`src/rtl/dsr_pkg.sv`:
```
package dsr_pkg;

  typedef logic [1:0] slot_t;

  localparam slot_t SLOT_N = 2'd0;
  localparam slot_t SLOT_M = 2'd1;
  localparam slot_t SLOT_P = 2'd2;

  typedef enum logic [1:0] {
    SEL_PTR  = 2'd0,
    SEL_PIX  = 2'd1,
    SEL_LOOP = 2'd2,
    SEL_RSVD = 2'd3
  } reg_sel_e;

  localparam int unsigned NUM_SYN = 2;
  localparam int unsigned FLD_STRIDE = 4;

  function automatic slot_t slot_next(slot_t s);
    return (s == SLOT_P) ? SLOT_N : slot_t'(s + 2'd1);
  endfunction

  function automatic slot_t slot_clean(logic [1:0] v);
    return (v == 2'd3) ? SLOT_N : slot_t'(v);
  endfunction

endpackage

```
`src/rtl/dsr_ptr.sv`:
```
module dsr_ptr
  import dsr_pkg::*;
(
  input  logic                 clk_i,
  input  logic                 rst_ni,
  input  logic                 wr_i,
  input  slot_t [NUM_SYN-1:0]  fld_i,
  input  logic  [NUM_SYN-1:0]  adv_i,
  output slot_t [NUM_SYN-1:0]  idx_o
);

  for (genvar g = 0; g < NUM_SYN; g++) begin : g_idx
    slot_t idx_q;
    always_ff @(posedge clk_i or negedge rst_ni) begin
      if (!rst_ni)        idx_q <= SLOT_N;
      else if (wr_i)      idx_q <= slot_clean(fld_i[g]);
      else if (adv_i[g])  idx_q <= slot_next(idx_q);
    end
    assign idx_o[g] = idx_q;
  end

endmodule

```
`src/rtl/dsr_synth.sv`:
```
module dsr_synth
  import dsr_pkg::*;
#(
  parameter int unsigned DW          = 8,
  parameter int unsigned LOCK_CYCLES = 64,
  parameter int unsigned STOP_BIT    = 5,
  parameter int unsigned LOCK_BIT    = 6
) (
  input  logic          clk_i,
  input  logic          rst_ni,
  input  slot_t         slot_i,
  input  logic          wr_i,
  input  logic [DW-1:0] wdata_i,
  output logic [DW-1:0] n_o,
  output logic [DW-1:0] m_o,
  output logic [DW-1:0] p_o,
  output logic          lock_o,
  output logic [DW-1:0] rdata_o
);

  localparam int unsigned CW = $clog2(LOCK_CYCLES + 1);
  localparam logic [CW-1:0] CNT_LAST = CW'(LOCK_CYCLES - 1);

  logic [DW-1:0] n_q, m_q, p_q;
  logic [CW-1:0] cnt_q;
  logic          armed_q, lock_q;
  logic [DW-1:0] p_rd;

  always_ff @(posedge clk_i or negedge rst_ni) begin
    if (!rst_ni) begin
      n_q <= '0;
      m_q <= '0;
      p_q <= '0;
    end else if (wr_i) begin
      case (slot_i)
        SLOT_N:  n_q <= wdata_i;
        SLOT_M:  m_q <= wdata_i;
        SLOT_P:  p_q <= wdata_i;
        default: ;
      endcase
    end
  end

  // Stand-in for the analog loop: settle counter gated by armed state.
  always_ff @(posedge clk_i or negedge rst_ni) begin
    if (!rst_ni) begin
      cnt_q   <= '0;
      armed_q <= 1'b0;
      lock_q  <= 1'b0;
    end else if (wr_i) begin
      cnt_q  <= '0;
      lock_q <= 1'b0;
      if (slot_i == SLOT_P) armed_q <= ~wdata_i[STOP_BIT];
    end else if (armed_q && !lock_q) begin
      if (cnt_q == CNT_LAST) lock_q <= 1'b1;
      else                   cnt_q  <= cnt_q + 1'b1;
    end
  end

  always_comb begin
    p_rd           = p_q;
    p_rd[LOCK_BIT] = lock_q;
    case (slot_i)
      SLOT_N:  rdata_o = n_q;
      SLOT_M:  rdata_o = m_q;
      SLOT_P:  rdata_o = p_rd;
      default: rdata_o = '0;
    endcase
  end

  assign n_o    = n_q;
  assign m_o    = m_q;
  assign p_o    = p_q;
  assign lock_o = lock_q;

endmodule

```
`src/rtl/dual_synth_regs.sv`:
```
module dual_synth_regs
  import dsr_pkg::*;
#(
  parameter int unsigned DW          = 8,
  parameter int unsigned LOCK_CYCLES = 64,
  parameter int unsigned STOP_BIT    = 5,
  parameter int unsigned LOCK_BIT    = 6
) (
  input  logic          clk_i,
  input  logic          rst_ni,
  input  logic          req_i,
  input  logic          we_i,
  input  logic [1:0]    addr_i,
  input  logic [DW-1:0] wdata_i,
  output logic [DW-1:0] rdata_o,
  output logic [DW-1:0] pix_n_o,
  output logic [DW-1:0] pix_m_o,
  output logic [DW-1:0] pix_p_o,
  output logic          pix_lock_o,
  output logic [DW-1:0] lp_n_o,
  output logic [DW-1:0] lp_m_o,
  output logic [DW-1:0] lp_p_o,
  output logic          lp_lock_o
);

  reg_sel_e sel;
  assign sel = reg_sel_e'(addr_i);

  slot_t [NUM_SYN-1:0]         idx;
  slot_t [NUM_SYN-1:0]         fld;
  logic  [NUM_SYN-1:0]         acc;
  logic  [NUM_SYN-1:0][DW-1:0] n_w, m_w, p_w, rd_w;
  logic  [NUM_SYN-1:0]         lock_w;
  logic  [DW-1:0]              ptr_rd;

  for (genvar g = 0; g < NUM_SYN; g++) begin : g_syn
    localparam reg_sel_e PORT = (g == 0) ? SEL_PIX : SEL_LOOP;

    assign fld[g] = slot_t'(wdata_i[g*FLD_STRIDE +: 2]);
    assign acc[g] = req_i && (sel == PORT);

    dsr_synth #(
      .DW          (DW),
      .LOCK_CYCLES (LOCK_CYCLES),
      .STOP_BIT    (STOP_BIT),
      .LOCK_BIT    (LOCK_BIT)
    ) u_syn (
      .clk_i   (clk_i),
      .rst_ni  (rst_ni),
      .slot_i  (idx[g]),
      .wr_i    (acc[g] && we_i),
      .wdata_i (wdata_i),
      .n_o     (n_w[g]),
      .m_o     (m_w[g]),
      .p_o     (p_w[g]),
      .lock_o  (lock_w[g]),
      .rdata_o (rd_w[g])
    );
  end

  dsr_ptr u_ptr (
    .clk_i  (clk_i),
    .rst_ni (rst_ni),
    .wr_i   (req_i && we_i && (sel == SEL_PTR)),
    .fld_i  (fld),
    .adv_i  (acc),
    .idx_o  (idx)
  );

  always_comb begin
    ptr_rd = '0;
    for (int g = 0; g < NUM_SYN; g++) ptr_rd[g*FLD_STRIDE +: 2] = idx[g];
  end

  always_comb begin
    case (sel)
      SEL_PTR:  rdata_o = ptr_rd;
      SEL_PIX:  rdata_o = rd_w[0];
      SEL_LOOP: rdata_o = rd_w[1];
      default:  rdata_o = '0;
    endcase
  end

  assign pix_n_o    = n_w[0];
  assign pix_m_o    = m_w[0];
  assign pix_p_o    = p_w[0];
  assign pix_lock_o = lock_w[0];
  assign lp_n_o     = n_w[1];
  assign lp_m_o     = m_w[1];
  assign lp_p_o     = p_w[1];
  assign lp_lock_o  = lock_w[1];

endmodule

```
`config.mk`:
```
export PLATFORM = sky130hd
export DESIGN_NAME = dual_synth_regs
export DESIGN_NICKNAME = d
export VERILOG_FILES = /design/src/rtl/dsr_pkg.sv /design/src/rtl/dsr_ptr.sv /design/src/rtl/dsr_synth.sv /design/src/rtl/dual_synth_regs.sv
export SDC_FILE = /design/constraint.sdc
export NUM_CORES = 1
export LEC_CHECK = 0
export BUFFER_PORTS_ARGS = -buffer_cell sky130_fd_sc_hd__buf_2
export CAP_MARGIN = 25
export CORE_ASPECT_RATIO = 0.7
export CORE_MARGIN = 2
export CORE_UTILIZATION = 40
export DETAILED_ROUTE_END_ITERATION = 10
export PLACE_DENSITY = 0.73
export SYNTH_ARGS = -nofsm -noshare
export SYNTH_HDL_FRONTEND = slang
export SYNTH_SLANG_ARGS = --single-unit
export TNS_END_PERCENT = 30
```
`constraint.sdc`:
```
create_clock -name clk_i -period 3.1 [get_ports clk_i]
set_clock_uncertainty 0.1 [all_clocks]
set_input_delay 0.31 -clock clk_i [delete_from_list [all_inputs] [get_ports clk_i]]
set_output_delay 0.31 -clock clk_i [all_outputs]
set_load 0.02 [all_outputs]
```
Yosys cells after proc, flatten, opt, wreduce, memory -nomap -nowiden

Cells that the tools add are included.

Output and inout port bits: 58
Input bits: 14
Word-level logic and storage cells: 83
Bits in registers: 70

Equality and inequality tests: 12
Reduce and logical (&&, ||, !) cells: 29
Bitwise logic cells: 1
Muxes and demuxes: 23
Add/subtract/negate cells: 4

Operators with widths:

| operator              | count |
|---|---|
| $pmux W8 S3           | 3 |
| $mux W7               | 6 |
| $reduce_and A2 Y1     | 10 |
| $mux W2               | 8 |
| $add A7 B1 Y7 const B | 2 |
| $eq A7 B6 Y1 const B  | 2 |
| $reduce_bool A2 Y1    | 6 |
| $eq A2 B2 Y1 const B  | 5 |
| $logic_and A1 B1 Y1   | 8 |
| $eq A2 B1 Y1 const B  | 3 |
| $logic_not A2 Y1      | 3 |
| $mux W1               | 6 |
| $add A2 B1 Y2 const B | 2 |
| $ne A2 B1 Y1 const B  | 2 |
| $logic_not A1 Y1      | 2 |
| $not A1 Y1            | 1 |

Logic depth before layout (Yosys ltp)

Gate-level depths: netlist of the first run.

Depth after elaboration: 5
Depth in mapped cells: 7
Depth with buffers taken out: 5

By module

A second synthesis of the first run with hierarchy kept.

Cells, all modules: 309
Area, all modules: 3633.5 µm²

Modules (own cells, without submodules):

| module          | cells an instance | instances | area an instance (µm²) | sequential area each (µm²) |
|---|---|---|---|---|
| dsr_synth       | 132               | 2         | 1621.6                 | 825.8 |
| dsr_ptr         | 23                | 1         | 222.7                  | 100.1 |
| dual_synth_regs | 22                | 1         | 167.7                  | 0.0 |

Worst setup path after synthesis of the first run

No wires, ideal clock.

Path type: flip-flop to output port
Start: reg u_ptr.g_idx[1].idx_q[1]
End: out rdata_o[0]
Data arrival time: 1.369 ns
Cell stages (with the launch flop): 6
Path slack: 1.321 ns
Required time: 2.690 ns
Path buffers: 1
Cell sequence: dfrtp_1 -> nor2b_1 -> clkbuf_1 -> a2bb2oi_1 -> a211o_1 -> o21ai_0

Word-level cells in the longest chain between the ends: 3
Elaborated cells on any way between the ends: 5
Classes of those cells: 2 x eq/ne; 2 x mux; 1 x reduce/logical

RTL lines:

| element                                    | RTL line              | text |
|---|---|---|
| from (decl)                                | dsr_ptr.sv:13         | `slot_t idx_q;` |
| from (signal assigned)                     | dsr_ptr.sv:16         | `else if (wr_i) idx_q <= slot_clean(fld_i[g]);` |
| from (signal assigned)                     | dsr_ptr.sv:17         | `else if (adv_i[g]) idx_q <= slot_next(idx_q);` |
| $eq A2 B2 Y1, or another cell as far along | dsr_synth.sv:63       | `case (slot_i)` |
| $pmux W8 S3 *                              | dsr_synth.sv:63       |  |
| $pmux W8 S3 *                              | dual_synth_regs.sv:76 | `case (sel)` |
| to (decl)                                  | dual_synth_regs.sv:15 | `output logic [DW-1:0] rdata_o,` |

Every way passes the cells marked *; elsewhere a longest branch is shown, timed or not.

Worst setup path in the final report of the first run

Start: reg u_ptr.g_idx[1].idx_q[1]
End: out rdata_o[5]

Word-level cells in the longest chain between the ends: 3
Elaborated cells on any way between the ends: 5
Classes of those cells: 2 x eq/ne; 2 x mux; 1 x reduce/logical

RTL lines:

| element                                    | RTL line |
|---|---|
| $eq A2 B2 Y1, or another cell as far along | dsr_synth.sv:63 |
| $pmux W8 S3                                | dsr_synth.sv:63 |
| $pmux W8 S3 *                              | dual_synth_regs.sv:76 |

Marked as above.

==> summary.txt, run 1 <==
Global route
  – Antenna violations before repair: 0
  – Global Route met3 Usage: 5.314%
  – Largest net degree at the start of global routing: 31
  – GRT Total Usage: 18.71%
  – Grt total ovfl: 0
  – Routing usage on met2: 25.71%
  – First-pass GRT wire length: 13.23 mm
  – Met1 GRT Util: 28.46%
  – Global routing's busiest layer: met1
  – Vias in the first global route: 2,482

Setup path
  – Worst setup path endpoint: rdata_o[5]
  – Reg2Reg Launch Point: u_ptr.g_idx[0].idx_q[1]
  – CP max stage delay: 0.60 ns
  – Setup crit start kind: register
  – Critical path arrival: 2.31 ns
  – Crit path launch: u_ptr.g_idx[1].idx_q[1]
  – Worst Path Max Fanout: 14
  – Worst-path cell chain: nor2b_1 -> a2bb2oi_1 -> a211o_1 -> o21ai_0 -> buf_2
  – Worst path slowest cell: dfrtp_1
  – Register-to-Register Path Depth: 3
  – Stages on the worst setup path: 5
  – FF-to-FF End: g_syn[0].u_syn.m_o[1]
  – Buffers & Inverters on Critical Path: 1
  – Flop-to-flop setup slack: 0.73 ns
  – Data required, critical path: 2.69 ns
  – Kind of critical path: reg -> out
  – Element type at the critical path end: output port
  – Top cell family by delay on the critical path: flip-flops

Timing
  – RSZ-0062 raised after global routing: false
  – Slew Limit Fails: 0
  – TNS Setup: 0 ns
  – Relative slew slack: 46.36%
  – Fin crit share: 87.75%
  – Hold slack: 0.2115 ns
  – Final setup violation count: 0
  – Slew @ Worst Pin: 0.8011 ns
  – Final Hold Fails: 0
  – Setup ws final: 0.3797 ns
  – Max frequency: 367.6 MHz
  – Tmin final: 2.720 ns

Synth
  – Synth Area per Inst: 11.80 um^2
  – Warnings from Yosys: 0
  – Synth cell types: 48
  – Synth Instances: 293
  – Register area share after synthesis: 50.67%
  – Yosys reg bits: 70
  – Asr flop ratio synth: 100.0%
  – Post-synth EDFFs: 0
  – Post-Syn Area: 3457 um^2
  – Post-synth top flop: dfrtp_1
  – Syn nets: 309

Clocking
  – Longest Clk Path Bufs: 2
  – # resized after CTS: 0
  – CTS buffer count: 9
  – Hold_buf cts: 1
  – Setup Fix Bufs, Post-CTS: 0
  – Clock Sinks: 70
  – Clock transition at the registers of the reported paths: 0.05 ns
  – Worst skew pair latency: 0.32 ns
  – Clock root buffer: clkbuf_16
  – TritonCTS clock tree: built
  – CTS H-tree depth: 3

Floorplanning
  – Die Y: 81.78 um
  – Top Ports: 72
  – Initial Util: 41.12%
  – Die X: 115.1 um
  – Row count: 28
  – Core area: 8408 um^2
  – Full die area: 9414 um^2

Power and ir drop
  – Total power: 4106 uW
  – PwrDens: 994.8 nW/um^2
  – Leakage: 0.001992 uW
  – VDD IR-drop max: 0.5421 mV

Detailed routing
  – WL/cell: 17.67 um
  – Post-DRT Antenna Nets: 0
  – Number of remaining DRC errors: 0
  – DR vias/cell: 5.494
  – Final wirelength: 8.306 mm
  – Iteration-0 DRC Markers: 113
  – Drt first pass iters: 4
  – Vias post-DR: 2,582

Finish
  – Number of diodes: 0
  – Final layout net count: 379
  – Ratio of cells with drive above 1 in the final layout: 38.90%
  – Filler Cells Inserted: 780
  – Final Core Density: 49.09%
  – Syn-to-layout area delta: 19.40%

Place
  – Dpl hpwl: 6.232 mm
  – I/O Buffers: 71
  – Worst slack, placed: 0.7376 ns
  – Gpl congestion: 0.8351

Worst hold path
  – Hold Path Class: in -> reg

Run status
  – Outcome: complete, no violations

Job
  – MaxCap Viol Count: 0
## kinds of logic after synthesis
kind of cell	after synthesis	share of synthesized area (%)
AO/OA/AOI/OAI	47	8.686
flip-flops	70	50.67
XOR/XNOR	6	1.520
buffers and inverters	21	3.655
adder cells (fa/ha/maj)	2	0.7237
multiplexers	67	22.01
AND/OR/NAND/NOR	80	12.74
## power by group
group | total (uW) | internal [uW] | leakage (uW) | switching [uW]
Clock | 913 | 568 | 0.000133 | 346
Sequential | 1650 | 1270 | 0.000887 | 374
Combinational | 1540 | 672 | 0.000972 | 871
Total | 4110 | 2510 | 0.00199 | 1590
## state kept, by name, indices dropped and copies added, names as in the netlist
signal	cells
g_syn.u_syn.cnt_q	14
g_syn.u_syn.lock_o	2
g_syn.u_syn.p_o	16
g_syn.u_syn.armed_q	2
g_syn.u_syn.m_o	16
u_ptr.g_idx.idx_q	4
g_syn.u_syn.n_o	16
## Yosys cell counts, drive strengths merged (5+ instances only)
master   n  area, um^2
mux2    48       570.6
clkbuf   5       18.77
nor3     6       35.03
buf     10       85.08
o22ai    5       31.28
o21ai    8       40.03
inv      6       22.52
a21oi   16       80.08
nand2    9       38.79
nor2b    5       31.28
mux2i   19       190.2
nand3    6       35.03
nor2    33       133.9
dfrtp   70        1752
xor2     6       52.55
## cell usage in the layout (no fill, tap or decap), types with 2 or more instances in the layout
master,n
o211ai_1,3
nand3b_1,2
mux2i_1,19
and2_1,2
o22ai_1,5
mux2_4,8
nor2b_1,5
clkinv_2,2
nand2b_1,2
a211o_1,3
buf_2,71
a31oi_1,2
nand3_1,5
o21ai_0,7
clkbuf_16,9
nand2_2,2
a221o_1,2
and3_1,2
dfrtp_1,70
inv_1,6
and3b_1,3
ha_1,2
o31ai_1,2
nor3_1,5
xor2_1,6
clkbuf_8,2
a2bb2oi_1,3
nand2_1,7
nand4_1,3
a21oi_1,16
mux2_2,39
buf_4,2
nor2_1,31
## worst min-delay path by stage
stage          depth (start not counted)  startpoint  slack (ns)                     end
3_3_place_gp                           1      rst_ni        0.28   g_syn[0].u_syn.n_o[3]
5_1_grt                                2  wdata_i[7]        0.22   g_syn[0].u_syn.m_o[7]
6_report                               2  wdata_i[7]        0.21   g_syn[1].u_syn.m_o[7]
3_5_place_dp                           1      rst_ni        0.30   g_syn[0].u_syn.n_o[3]
4_1_cts                                2  wdata_i[7]        0.20   g_syn[1].u_syn.m_o[7]
2_1_floorplan                          0      rst_ni       -0.09  g_syn[0].u_syn.armed_q
## worst reg2reg max path, cell delays in order (launching register included)
cell and delay (ns):
dfrtp_1 0.60, nor2b_1 0.68, and2_1 0.48, mux2_2 0.39
## cell type report
class	count	area (um^2)	share of cell area [%]
multi-input cells	202	1579	38.25
repair buffers	74	380.4	9.215
well taps	105	131.4	3.183
inverters	6	22.52	0.5456
flip-flops and latches	70	1752	42.44
clock inverters	2	10.01	0.2425
clock buffers	11	252.7	6.123
## metal layers
metal  part of all wire, %  vias up  wire [um]
li1                      -     1205          -
met1                    50     1268       4174
met2                    42       98       3463
met3                   6.9       11        573
met4                   1.1        0         94
met5                     0        -          0
## metrics by stage
| step | area, um^2 | std cells |
|---|---|---|
| floorplan | 3457 | 293 |
| global placement | 3855 | 456 |
| detailed placement | 3855 | 456 |
| CTS | 4128 | 470 |
| global route | 4128 | 470 |
| finish | 4128 | 470 |
No activity file was read; power rests on OpenSTA's default activity.
==> run 2: changes to the inputs <==
- CELL_PAD_IN_SITES_DETAIL_PLACEMENT: unset -> 1
- CELL_PAD_IN_SITES_GLOBAL_PLACEMENT: unset -> 1
- PLACE_DENSITY: 0.73 -> unset
- PLACE_DENSITY_LB_ADDON: unset -> 0.1
==> run 2 against run 1 <==
Net effect:
- sequential cell count unchanged
- via count up 0.58%
- utilization up 0.49 points
- critical path depth unchanged
- sequential share of layout area down 0.42 points
- critical endpoint unchanged
- largest cell class unchanged
- largest power group unchanged
- highest routed layer unchanged
==> summary.txt, run 2 (same netlist as run 1, synthesis figures left out) <==
Power and ir drop
  – Sw Ratio: 39.37%
  – Clock network fraction of total power: 22.4%
  – VDD IR-drop max: 0.4932 mV
  – Leakage: 0.002012 uW
  – Internal power: 2515 uW
  – Reg power frac: 39.1%
  – Comb power frac: 38.4%
  – Sw Pwr: 1633 uW
  – PwrDens: 994.9 nW/um^2

Setup path
  – Worst path slowest cell: nor2b_1
  – Element type at the critical path end: output port
  – Worst-path cell chain: nor2b_1 -> a2bb2oi_1 -> a211o_1 -> o21ai_0 -> buf_2
  – Setup crit start kind: register
  – Buffers & Inverters on Critical Path: 1
  – Top cell family by delay on the critical path: compound AO/OA/AOI/OAI gates
  – Data required, critical path: 2.69 ns
  – Worst Path Max Fanout: 13
  – Critical path arrival: 2.31 ns
  – Kind of critical path: reg -> out
  – CP max stage delay: 0.59 ns

Finish
  – Filler Cells Inserted: 925
  – Final layout net count: 382
  – Ratio of cells with drive above 1 in the final layout: 39.35%
  – Syn-to-layout area delta: 20.59%
  – Post-route cell area: 4169 um^2
  – Number of diodes: 0
  – Reg area: 1752 um^2
  – Most frequent cells in the layout: buf_2, dfrtp_1, mux2_2
  – Commonest non-fill, non-tap cell in the layout: buf_2
  – Multi-input gate area: 1579 um^2

Clocking
  – Clock Sinks: 70
  – CTS H-tree depth: 3
  – CTS buffer count: 9
  – Clock transition at the registers of the reported paths: 0.05 ns
  – Worst skew pair latency: 0.33 ns
  – Clock root buffer: clkbuf_16
  – TritonCTS clock tree: built
  – Longest Clk Path Bufs: 2
  – Setup Fix Bufs, Post-CTS: 0

Job
  – MaxCap Viol Count: 0

Floorplanning
  – Die Y: 81.78 um
  – Core area: 8408 um^2
  – Top Ports: 72
  – Full die area: 9414 um^2
  – Row count: 28
  – Initial Util: 41.12%
  – Die X: 115.1 um

Detailed routing
  – Drt first pass iters: 4
  – DR vias/cell: 5.456
  – Number of remaining DRC errors: 0
  – Vias post-DR: 2,597
  – Post-DRT Antenna Nets: 0
  – Iteration-0 DRC Markers: 83
  – WL/cell: 19.35 um
  – Final wirelength: 9.212 mm

Run status
  – Outcome: complete, no violations

Place
  – Gpl congestion: 0.7491
  – Dpl hpwl: 6.798 mm
  – Area after DPL: 3890 um^2
  – I/O Buffers: 71

Timing
  – Tmin final: 2.721 ns
  – Slew @ Worst Pin: 0.7874 ns
  – Max frequency: 367.5 MHz
  – Final setup violation count: 0
  – Slew Limit Fails: 0
  – Final Hold Fails: 0
  – TNS Setup: 0 ns
  – Fin crit share: 87.78%
  – Relative slew slack: 47.51%
  – RSZ-0062 raised after global routing: false

Global route
  – Vias in the first global route: 2,596
  – GRT Total Usage: 21.04%
  – Largest net degree at the start of global routing: 39
  – Antenna violations before repair: 0
  – Grt total ovfl: 0
  – First-pass GRT wire length: 14.63 mm

Worst hold path
  – Hold Path Class: in -> reg
-- run 2: cell types whose count changed in the layout (fill, tap and decap cells not counted), sizes merged --
cell / change
clkinv: +1
clkinvlp: +1
clkbuf: +1
buf: +3
-- run 2: worst reg2reg max path: cells and delay by family, from the launching register on --
family / cells / cell delay (ns)
flip-flops: 1 / 0.58
multiplexers: 1 / 0.39
AND/OR/NAND/NOR: 2 / 1.08
-- run 2: worst paths after layout --
| kind | cells after the start | to | from | slack, ns |
|---|---|---|---|---|
| setup / recovery | 5 | rdata_o[5] | u_ptr.g_idx[1].idx_q[0] | 0.38 |
| hold / removal | 3 | u_ptr.g_idx[0].idx_q[1] | req_i | 0.19 |
| setup reg to reg | 3 | g_syn[0].u_syn.m_o[1] | u_ptr.g_idx[0].idx_q[1] | 0.83 |
| hold reg to reg | 1 | g_syn[1].u_syn.p_o[6] | g_syn[1].u_syn.p_o[6] | 0.40 |
| max in group asynchronous | 3 | g_syn[0].u_syn.p_o[5] | rst_ni | 1.72 |
| min in group asynchronous | 2 | g_syn[1].u_syn.cnt_q[2] | rst_ni | 0.51 |
-- run 2: layout make-up --
class | count | area share [%]
clock buffers | 12 | 5.912
clock inverters | 4 | 0.5402
inverters | 6 | 0.5402
multi-input cells | 202 | 37.88
flip-flops and latches | 70 | 42.02
well taps | 105 | 3.151
repair buffers | 77 | 9.964
-- run 2: power groups by stage --
stage	Combinational, uW	Sequential (uW)	Clock (uW)
after CTS	1620	1620	955
after global placement	1570	1620	0
after global routing	1750	1680	995
final	1590	1620	930
after floorplan	801	1850	0
after detailed placement	1610	1630	0
-- run 2: what timing repair did --
| item | CTS | global route |
|---|---|---|
| hold buffers | 1 | 0 |
| gates resized for setup | 0 | 0 |
| endpoints found under the hold margin | 32 | 0 |
-- run 2: layer usage --
layer / global-route usage (%) / routed length, um / up-vias
met3: 5.978 / 383 / 6
met4: 5.663 / 65 / 0
li1: - / - / 1203
met1: 30.86 / 4830 / 1330
met5: 0 / 0 / -
met2: 30.47 / 3933 / 58
-- run 2: stage by stage --
stage | utilization [%] | total power, uW | hold WS (ns) | worst slack [ns] | std cells
2_1_floorplan | - | 2654 | -0.08559 | 1.321 | 293
3_3_place_gp | 46.26 | 3188 | 0.3426 | 0.8072 | 459
3_5_place_dp | 46.26 | 3247 | 0.3379 | 0.7293 | 459
4_1_cts | 49.58 | 4196 | 0.1776 | 0.3706 | 476
5_1_grt | 49.58 | 4433 | 0.2049 | 0.1888 | 476
6_report | 49.58 | 4148 | 0.1922 | 0.3788 | 476
==> run 3: changes to the inputs <==
- ABC_AREA: unset -> 1
==> run 3 against run 2 <==
Net effect:
- critical path depth increased by 2
- final area is 6.5% higher
- first-iteration DRC count rose to 2.9 times the previous value
- critical path type unchanged
- fmax grew 19%
- highest routed layer unchanged
- utilization decreased by 0.26 points
- final cell count rose by 37%
- critical endpoint is now rdata_o[1]
- synthesized cell count rose by 53%
- clock power is 20% higher
==> summary.txt, run 3 <==
Clocking
  – Longest Clk Path Bufs: 2
  – Clock transition at the registers of the reported paths: 0.06 ns
  – Clock Sinks: 70
  – Hold_buf cts: 0
  – Clock root buffer: clkbuf_16
  – CTS buffer count: 9
  – Setup Fix Bufs, Post-CTS: 0
  – Worst skew pair latency: 0.34 ns
  – # resized after CTS: 0
  – CTS H-tree depth: 3
  – TritonCTS clock tree: built

Setup path
  – Worst-path cell chain: inv_1 -> nor2_2 -> nand2_1 -> o211ai_1 -> nand2_1 -> nand3_1 -> buf_2
  – Buffers & Inverters on Critical Path: 2
  – Worst setup path endpoint: rdata_o[1]
  – Reg2Reg Launch Point: u_ptr.g_idx[0].idx_q[0]
  – Flop-to-flop setup slack: 1.49 ns
  – Data required, critical path: 2.69 ns
  – Critical path arrival: 1.88 ns
  – Top cell family by delay on the critical path: simple AND/OR/NAND/NOR gates
  – Stages on the worst setup path: 7
  – FF-to-FF End: g_syn[0].u_syn.m_o[5]
  – Crit path launch: u_ptr.g_idx[0].idx_q[0]
  – Kind of critical path: reg -> out
  – Most frequent CP cell: nand2_1
  – Worst Path Max Fanout: 10
  – Worst path slowest cell: nor2_2
  – Element type at the critical path end: output port
  – Setup crit start kind: register
  – Register-to-Register Path Depth: 5
  – CP max stage delay: 0.42 ns

Place
  – I/O Buffers: 71
  – Gpl congestion: 0.7848
  – Dpl hpwl: 7.878 mm

Detailed routing
  – DR vias/cell: 5.064
  – Final wirelength: 10.71 mm
  – Vias post-DR: 3,302
  – Iteration-0 DRC Markers: 242
  – Drt first pass iters: 4
  – Number of remaining DRC errors: 0
  – WL/cell: 16.42 um
  – Post-DRT Antenna Nets: 0

Global route
  – Antenna violations before repair: 0
  – First-pass GRT wire length: 18.00 mm
  – Vias in the first global route: 3,544
  – GRT Total Usage: 23.27%
  – Grt total ovfl: 0
  – Largest net degree at the start of global routing: 71

Timing
  – Hold slack: 0.08482 ns
  – Final setup violation count: 0
  – Slew Limit Fails: 0
  – TNS Setup: 0 ns
  – Tmin final: 2.287 ns
  – Fin crit share: 73.76%
  – Final Hold Fails: 0
  – Relative slew slack: 39.61%
  – Slew @ Worst Pin: 0.9059 ns
  – RSZ-0062 raised after global routing: false
  – Max frequency: 437.3 MHz

Synth
  – XOR/XNOR Fraction of Synth Area: 0.4780%
  – Adder-cell area share of the yosys netlist: 0.6828%
  – Synth area leaders: dfrtp_1, nand2_1, o21ai_2
  – Post-synth top flop: dfrtp_1
  – Post-Syn Area: 3665 um^2
  – Synth Instances: 447
  – Asr flop ratio synth: 100.0%
  – Mux cell area share after synthesis: 0%
  – Post-synth top area cell: dfrtp_1
  – Yosys reg bits: 70
  – Synth Area per Inst: 8.199 um^2
  – Post-synth EDFFs: 0
  – Warnings from Yosys: 0
  – Register area share after synthesis: 47.80%
  – Most frequent cells after synthesis: nand2_1, dfrtp_1, inv_1
  – Syn nets: 463
  – Synth top area share: 47.80%
  – Synth Area in Compound Gates: 13.45%
  – Synth cell types: 28
  – Main combinational cell family by area after synthesis: simple AND/OR/NAND/NOR gates
  – Top-count cell post-synth: nand2_1
  – Simple-Gate Fraction of Synth Area: 30.97%

Finish
  – Ratio of cells with drive above 1 in the final layout: 27.65%
  – Commonest non-fill, non-tap cell in the layout: nand2_1
  – Most frequent cells in the layout: nand2_1, buf_2, dfrtp_1
  – Number of diodes: 0
  – Final layout net count: 539
  – Syn-to-layout area delta: 21.10%

Power and ir drop
  – VDD IR-drop max: 0.5117 mV
  – Leakage: 0.002320 uW
  – PwrDens: 1008 nW/um^2

Floorplanning
  – Die X: 118.4 um
  – Row count: 29
  – Full die area: 9956 um^2
  – Top Ports: 72
  – Initial Util: 40.73%
  – Die Y: 84.09 um
  – Core area: 8999 um^2

Worst hold path
  – Hold Path Class: in -> async

Run status
  – Outcome: complete, no violations

Job
  – MaxCap Viol Count: 0
run 3: cell types whose count changed after synthesis, moves of 19 or more:
cell / before / now
nand2_1: 7 / 162
mux2_2: 39 / 0
inv_1: 6 / 44
o21ai_2: 0 / 31
nand3_1: 5 / 32
mux2i_1: 19 / 0
run 3: stage by stage:
step	area, um^2	utilization (%)	worst slack, ns	instances	power (uW)
finish	4438	49.32	0.8134	652	4472
CTS	4438	49.32	0.7769	652	4517
detailed placement	4121	45.80	1.147	636	3374
global placement	4121	45.80	1.244	636	3306
global route	4438	49.32	0.6451	652	4768
floorplan	3665	-	1.470	447	2737
run 3: cell type report:
cell class / instances / area (um^2)
Fill cell: 1163 / 4561
Timing Repair Buffer: 72 / 362.8
Multi-Input combinational cell: 322 / 1670
Inverter: 48 / 181.4
Sequential cell: 70 / 1752
Clock buffer: 12 / 246.5
Clock inverter: 4 / 70.07
Tap cell: 124 / 155.1
run 3: kinds of logic (layout without fill, tap and decap cells):
family / Yosys count / after routing
AO/OA/AOI/OAI: 69 / 69
XOR/XNOR: 2 / 2
adder cells (fa/ha/maj): 2 / 2
buffers and inverters: 55 / 136
flip-flops: 70 / 70
AND/OR/NAND/NOR: 249 / 249
run 3: per-layer routing:
metal / up-vias / GRT usage (%) / wire [um]
li1: 1595 / - / -
met1: 1646 / 30.35 / 4978
met2: 50 / 38.73 / 5187
met3: 11 / 5.123 / 377
met4: 0 / 7.359 / 163
met5: - / 0 / 0
run 3: worst min-delay path by stage:
stage / start / end / slack (ns) / depth (start not counted)
floorplan: rst_ni / g_syn[0].u_syn.armed_q / -0.09 / 0
global placement: g_syn[1].u_syn.p_o[6] / g_syn[1].u_syn.p_o[6] / 0.36 / 2
detailed placement: g_syn[1].u_syn.p_o[6] / g_syn[1].u_syn.p_o[6] / 0.37 / 2
CTS: wdata_i[6] / g_syn[0].u_syn.p_o[6] / 0.08 / 3
global route: wdata_i[6] / g_syn[0].u_syn.p_o[6] / 0.11 / 3
finish: rst_ni / g_syn[1].u_syn.cnt_q[2] / 0.08 / 2
run 3: report_power, final:
group	internal [uW]	leakage [uW]	total (uW)	switching, uW
registers	1270	0.000883	1600	330
clock network	724	0.000157	1120	395
logic	601	0.00128	1750	1150
